## src/rtl/dual_wiper_ctrl.sv

```systemverilog
module dual_wiper_ctrl #(
  parameter int          STORE_CYCLES = 16,
  parameter logic [7:0]  NV_INIT_A    = 8'h5A,
  parameter logic [7:0]  NV_INIT_B    = 8'hA5
) (
  input  logic       clk,
  input  logic       rst_n,
  input  logic       cmd_valid,
  input  logic [7:0] cmd_byte,
  input  logic [7:0] data_byte,
  input  logic       wp_in,
  output logic [7:0] wiper_a,
  output logic [7:0] wiper_b,
  output logic       store_busy
);
  localparam int CW = $clog2(STORE_CYCLES + 1);
  localparam logic [3:0] OP_VWR  = 4'h1;
  localparam logic [3:0] OP_NWR  = 4'h2;
  localparam logic [3:0] OP_V2NV = 4'h5;
  localparam logic [3:0] OP_NV2V = 4'h6;

  logic [7:0]    vol_a, vol_b;
  logic [7:0]    nv_a = NV_INIT_A;
  logic [7:0]    nv_b = NV_INIT_B;
  logic          loading;
  logic [1:0]    wp_s;
  logic [CW-1:0] busy_cnt;

  wire [3:0] op     = cmd_byte[7:4];
  wire [3:0] ch     = cmd_byte[3:0];
  wire       sel_a  = (ch == 4'h1) || (ch == 4'h3);
  wire       sel_b  = (ch == 4'h2) || (ch == 4'h3);
  wire       wp_lvl = wp_s[1];
  wire       go     = cmd_valid && !loading && (busy_cnt == '0) && (sel_a || sel_b);

  wire do_vwr = go && (op == OP_VWR) && !wp_lvl;
  wire do_vld = go && ((op == OP_NV2V) || ((op == OP_VWR) && wp_lvl));
  wire do_nwr = go && (op == OP_NWR) && !wp_lvl;
  wire do_nst = go && (op == OP_V2NV) && !wp_lvl;

  always_ff @(posedge clk or negedge rst_n) begin
    if (!rst_n) begin
      wp_s    <= 2'b00;
      loading <= 1'b1;
    end else begin
      wp_s    <= {wp_s[0], wp_in};
      loading <= 1'b0;
    end
  end

  always_ff @(posedge clk or negedge rst_n) begin
    if (!rst_n) begin
      vol_a <= '0;
      vol_b <= '0;
    end else if (loading) begin
      vol_a <= nv_a;
      vol_b <= nv_b;
    end else begin
      if (do_vwr && sel_a) vol_a <= data_byte;
      if (do_vld && sel_a) vol_a <= nv_a;
      if (do_vwr && sel_b) vol_b <= data_byte;
      if (do_vld && sel_b) vol_b <= nv_b;
    end
  end

  always_ff @(posedge clk) begin
    if (rst_n) begin
      if (do_nwr && sel_a) nv_a <= data_byte;
      if (do_nst && sel_a) nv_a <= vol_a;
      if (do_nwr && sel_b) nv_b <= data_byte;
      if (do_nst && sel_b) nv_b <= vol_b;
    end
  end

  always_ff @(posedge clk or negedge rst_n) begin
    if (!rst_n)                busy_cnt <= '0;
    else if (do_nwr || do_nst) busy_cnt <= CW'(STORE_CYCLES);
    else if (busy_cnt != '0)   busy_cnt <= busy_cnt - 1'b1;
  end

  assign wiper_a    = vol_a;
  assign wiper_b    = vol_b;
  assign store_busy = (busy_cnt != '0);
endmodule

```

## config.mk

```make
export PLATFORM = sky130hd
export DESIGN_NAME = dual_wiper_ctrl
export DESIGN_NICKNAME = d
export VERILOG_FILES = /design/src/rtl/dual_wiper_ctrl.sv
export SDC_FILE = /design/constraint.sdc
export NUM_CORES = 1
export LEC_CHECK = 0
export CORE_MARGIN = 8
export CORE_UTILIZATION = 56
export DETAILED_ROUTE_END_ITERATION = 6
export GPL_TIMING_DRIVEN = 0
export PLACE_DENSITY = 0.84
export SLEW_MARGIN = 30
export SYNTH_ARGS = -nofsm -noshare
export SYNTH_HDL_FRONTEND = slang
export SYNTH_SLANG_ARGS = --single-unit
export TNS_END_PERCENT = 5
```

## constraint.sdc

```tcl
create_clock -name clk -period 3.5 [get_ports clk]
set_input_delay 0.35 -clock clk [delete_from_list [all_inputs] [get_ports clk]]
set_output_delay 0.35 -clock clk [all_outputs]
set_load 0.1 [all_outputs]
```

Word-level counts from Yosys, hierarchy flattened

Cells that the tools add are included.

Word-level logic and storage cells: 62
Register bits after elaboration: 40

Eq/ne operators: 7
Multiplexer cells: 12
$add $sub $neg: 1
Reductions and logical operators: 35

Operators by type and width:

| cell                  | count |
|---|---|
| $mux W8               | 10 |
| $logic_and A1 B1 Y1   | 19 |
| $eq A4 B2 Y1 const B  | 3 |
| $mux W5               | 2 |
| $eq A4 B1 Y1 const B  | 2 |
| $eq A4 B3 Y1 const B  | 2 |
| $reduce_bool A2 Y1    | 3 |
| $reduce_bool A3 Y1    | 2 |
| $logic_not A5 Y1      | 1 |
| $logic_or A1 B1 Y1    | 5 |
| $reduce_bool A5 Y1    | 1 |
| $sub A5 B1 Y5 const B | 1 |
| $reduce_and A2 Y1     | 2 |
| $logic_not A1 Y1      | 2 |

Logic depth before layout (Yosys ltp)

Depth after elaboration: 10
Gate-level depth with buffers: 7

Worst setup path after synthesis

No wires, ideal clock.

Kind: register to register
Start point: register busy_cnt[0]
End point: register nv_a[0] (enable)
Slack: 1476 ps
Period minus slack after synthesis: 2024 ps
Path buffers: 1
Data arrival time: 1693 ps
Cell stages (with the launch flop): 8
Path through: dfrtp_1 > inv_1 > ha_1 > nor4b_4 > buf_6 > o2111ai_1 > nor2_1 > and4_1

Cells in the longest elaborated chain, start to end: 8
Elaborated cells on any way between the ends: 11

Ends and longest elaborated chain:

| what                                                 | line   | text |
|---|---|---|
| start: declaration                                   | 27     | `logic [CW-1:0] busy_cnt;` |
| start signal: assignment                             | 77     | `else if (do_nwr \|\| do_nst) busy_cnt <= CW'(STORE_CYCLES);` |
| start signal: assignment                             | 78     | `else if (busy_cnt != '0) busy_cnt <= busy_cnt - 1'b1;` |
| $logic_not A5 Y1 (*)                                 | 34     | `wire go = cmd_valid && !loading && (busy_cnt == '0) && (sel_a \|\| sel_b);` |
| $logic_and A1 B1 Y1 (*) (2 in series)                | 34     |  |
| $logic_and A1 B1 Y1 (on tied branches) (2 in series) | 38, 39 |  |
| $logic_and A1 B1 Y1 (on tied branches)               | 68, 69 |  |
| $reduce_bool A2 Y1 (no line) (*)                     | -      |  |
| $reduce_and A2 Y1 (no line) (*)                      | -      |  |
| end signal: assignment                               | 68     | `if (do_nwr && sel_a) nv_a <= data_byte;` |
| end signal: assignment                               | 69     | `if (do_nst && sel_a) nv_a <= vol_a;` |
| end: declaration                                     | 23     | `logic [7:0] nv_a = NV_INIT_A;` |

Every way passes the cells marked *; elsewhere a longest branch is shown, timed or not.
A chain may end at the register's enable or synchronous reset.

Worst setup path in the final report

Start point: register busy_cnt[0]
End point: output store_busy

Cells in the longest elaborated chain, start to end: 1

Ends and longest elaborated chain:

| what               | line | text |
|---|---|---|
| $reduce_bool A5 Y1 | 83   | `assign store_busy = (busy_cnt != '0);` |
| end: declaration   | 14   | `output logic store_busy` |

Every way passes these cells.

==> results_dict.tcl <==
set metrics [dict create \
    status "completed" \
    startpoint "busy_cnt[0]$_DFFE_PN0P_" \
    synth_xor_area_frac 0.0167 \
    syn-instance-count 155 \
    antenna_found_initial 0 \
    synth_top_area_frac 0.275 \
    grt_pass1_wl_um 8070 \
    wl_um 4770 \
    ant_nets 0 \
    stdcell_count 247 \
    power-per-cell-area_nw_per_um2 480 \
    critPathLaunchType "flip-flop" \
    vias 1455 \
    clockBufferDepth 2 \
    drive_above_1_share 0.201 \
    synth_top_family_by_area "simple AND/OR/NAND/NOR gates" \
    critPathMaxFanout 10 \
    diodes 0 \
    cts.repair.resized 0 \
    leakagePower_nw 1.01 \
    cp_cell_sequence "inv_1, ha_1, nor4b_4, buf_6, inv_1, clkdlybuf4s50_1" \
    yosysTopAreaCell "dfrtp_1" \
    start_util 0.576 \
    register_area_um2 1080 \
    cp.arrival_ns 2.43 \
    cts_tree "yes" \
    rsz0062_at_grt "no" \
    drc_errors 0 \
    crit_required_ns 3.15 \
    synth_edf_count 16 \
    async_flop_share 0.600 \
    critPathMaxStageDelay_ns 0.96 \
    root_buffer "clkbuf_8" \
    r2r-start "busy_cnt[0]$_DFFE_PN0P_" \
    peakVddDrop_mv 0.365 \
    yosys.area_share.simple 0.183 \
    multi_input_area_um2 975 \
    grt_usage 0.172 \
    synth.area.top_cells "dfrtp_1 (28%), edfxtp_1 (23%), mux2_4 (11%)" \
    nFillCells 252 \
    routed_via_density 5.89 \
    cts_sinks 40 \
    tns_ns 0 \
    synth_nets 177 \
    die-width_um 77.1 \
    area_growth_pct 23.9 \
    hold_violations 0 \
    min_period_ns 2.78 \
    worstSetupPathType "flip-flop to output pin" \
    wl_per_cell_um 19.3 \
    cts_buffers 5 \
    muxShareOfSynthArea 0.115 \
    synth_fa_ha_area_frac 0.0120 \
    ys_seq_area_frac 0.517 \
    fmax_mhz 360 \
    yosysMostFrequentCell "nor2_1" \
    grt_overflow 0 \
    setup_violations 0 \
    grt_pass1_vias 1570 \
    drtPass1Iterations 4 \
    slowest_stage "clkdlybuf4s50_1" \
    placed_cells 239 \
    cpMostUsedCell "inv_1" \
    cts_max_level 2 \
    max-slew-margin-rel 0.339 \
    synth.yosys.warnings 0 \
    synth_cell_types 32 \
    rows 22 \
    cp_num_buf_inv 4 \
    drtIter0Drc 204 \
    clk_latency_ns 0.30 \
    postCtsSetupBuffers 0 \
    port_buffers 36 \
    finalClockSkew_ns 0.0109 \
    grt_max_degree 27 \
    die_h_um 77.1 \
    post-dp-hpwl_um 3400 \
    worst_path_dominant_cell_family "buffers and inverters" \
    gp_congestion 0.861 \
    cap_viol_max_count 0 \
    crit_path_end_kind "output pin" \
    syn_area_um2 2090 \
    layout.nets 220 \
    synth-compound-area-share 0.138 \
    synth_common_cells "nor2_1 (25), dfrtp_1 (23), nand2_1 (17)" \
    slew_viol_final 0 \
    cts.reportedPaths.clkPinSlew_ns 0.07 \
    synth_area_per_cell_um2 13.5 \
    ys_ff_latch 40 \
    ctsHoldBuffers 0 \
    core_um2 3630 \
    die_area_um2 5950 \
    holdCritPathClass "primary input to async pin" \
    worst_pin_slew_ns 0.988 \
    pin_count 37 \
    ys.flop_type "dfrtp_1" \
    hold_slack_ns 0.0460 \
    fin_crit_sh 0.795 \
    power.total_mw 1.24 \
]
==> path summary, 6_finish.rpt <==
check	endpoint	slack (ns)	depth (start not counted)
max reg2reg	nv_b[3]$_DFFE_PP_	1.13	7
min in group clk	wp_s[1]$_DFF_PN0_	0.36	0
max	store_busy	0.72	6
min reg2reg	wp_s[1]$_DFF_PN0_	0.36	0
min	wiper_b[3]$_DFFE_PN0P_	0.05	1
max in group asynchronous	wiper_a[7]$_DFFE_PN0P_	3.07	1
==> routing by layer <==
metal | GRT usage | vias up | wire [µm] | share of wire
met5 | 0 | - | 0 | 0
met4 | 0.0792 | 0 | 87 | 0.018
met3 | 0.0629 | 8 | 319 | 0.067
met2 | 0.261 | 57 | 2360 | 0.49
met1 | 0.211 | 725 | 2010 | 0.42
li1 | - | 665 | - | -
==> report_power, final <==
part,total [mW],switching [mW],internal [mW]
combinational,0.371,0.226,0.145
clock,0.295,0.156,0.139
sequential,0.578,0.0447,0.533
total,1.24,0.427,0.817
==> through the flow <==
| step | worst slack (ns) | utilization | instance area, µm² |
|---|---|---|---|
| after floorplan | 1.48 | - | 2090 |
| after global placement | 0.835 | 0.691 | 2510 |
| after detailed placement | 0.832 | 0.690 | 2510 |
| after CTS | 0.698 | 0.713 | 2590 |
| after global routing | 0.630 | 0.713 | 2590 |
| final | 0.719 | 0.713 | 2590 |
==> cells in the final DEF, fill, tap and decap left out <==
| master | synthesis | layout |
|---|---|---|
| a21o_1 | 1 | 1 |
| a21oi_1 | 2 | 2 |
| a31o_2 | 1 | 1 |
| a31oi_4 | 2 | 2 |
| and2_1 | 1 | 1 |
| and2_4 | 1 | 1 |
| and3b_1 | 1 | 1 |
| and4_1 | 2 | 2 |
| buf_2 | 1 | 2 |
| buf_6 | 1 | 1 |
| clkbuf_1 | 1 | 2 |
| clkbuf_8 | 0 | 5 |
| clkdlybuf4s50_1 | 0 | 35 |
| clkinv_2 | 0 | 1 |
| clkinvlp_4 | 0 | 1 |
| conb_1 | 1 | 1 |
| dfrtp_1 | 23 | 23 |
| dfstp_2 | 1 | 1 |
| edfxtp_1 | 16 | 16 |
| ha_1 | 2 | 2 |
| inv_1 | 4 | 4 |
| mux2_4 | 16 | 16 |
| nand2_1 | 17 | 17 |
| nand3_1 | 2 | 2 |
| nand3_4 | 1 | 1 |
| nand4_4 | 2 | 2 |
| nor2_1 | 25 | 25 |
| nor2_8 | 2 | 2 |
| nor2b_1 | 1 | 1 |
| nor3_1 | 1 | 1 |
| nor3b_1 | 2 | 2 |
| nor4b_4 | 2 | 2 |
| o2111ai_1 | 1 | 1 |
| o2111ai_2 | 2 | 2 |
| o221a_1 | 16 | 16 |
| xnor2_1 | 4 | 4 |
==> registers in the layout, summed over array words and instances, names as in the netlist <==
name	cells
wiper_b	8
nv_a	8
busy_cnt	5
wiper_a	8
loading	1
nv_b	8
wp_s	2
==> logic make-up after synthesis <==
family | count (synthesis)
and+or+nand+nor | 60
DFF | 40
AOI/OAI and AO/OA | 25
muxes | 16
buffers and inverters | 7
xor gates and xnor gates | 4
adders and majority gates | 2
other | 1
==> layout make-up <==
type,count,share of cell area
inverters,4,0.00579
clock inverters,2,0.00483
repair buffers,36,0.137
multi-input cells,108,0.376
plain buffers,3,0.00772
flip-flops and latches,40,0.417
well taps,48,0.0232
clock buffers,6,0.0280
Power figures use the tool's default switching activity.
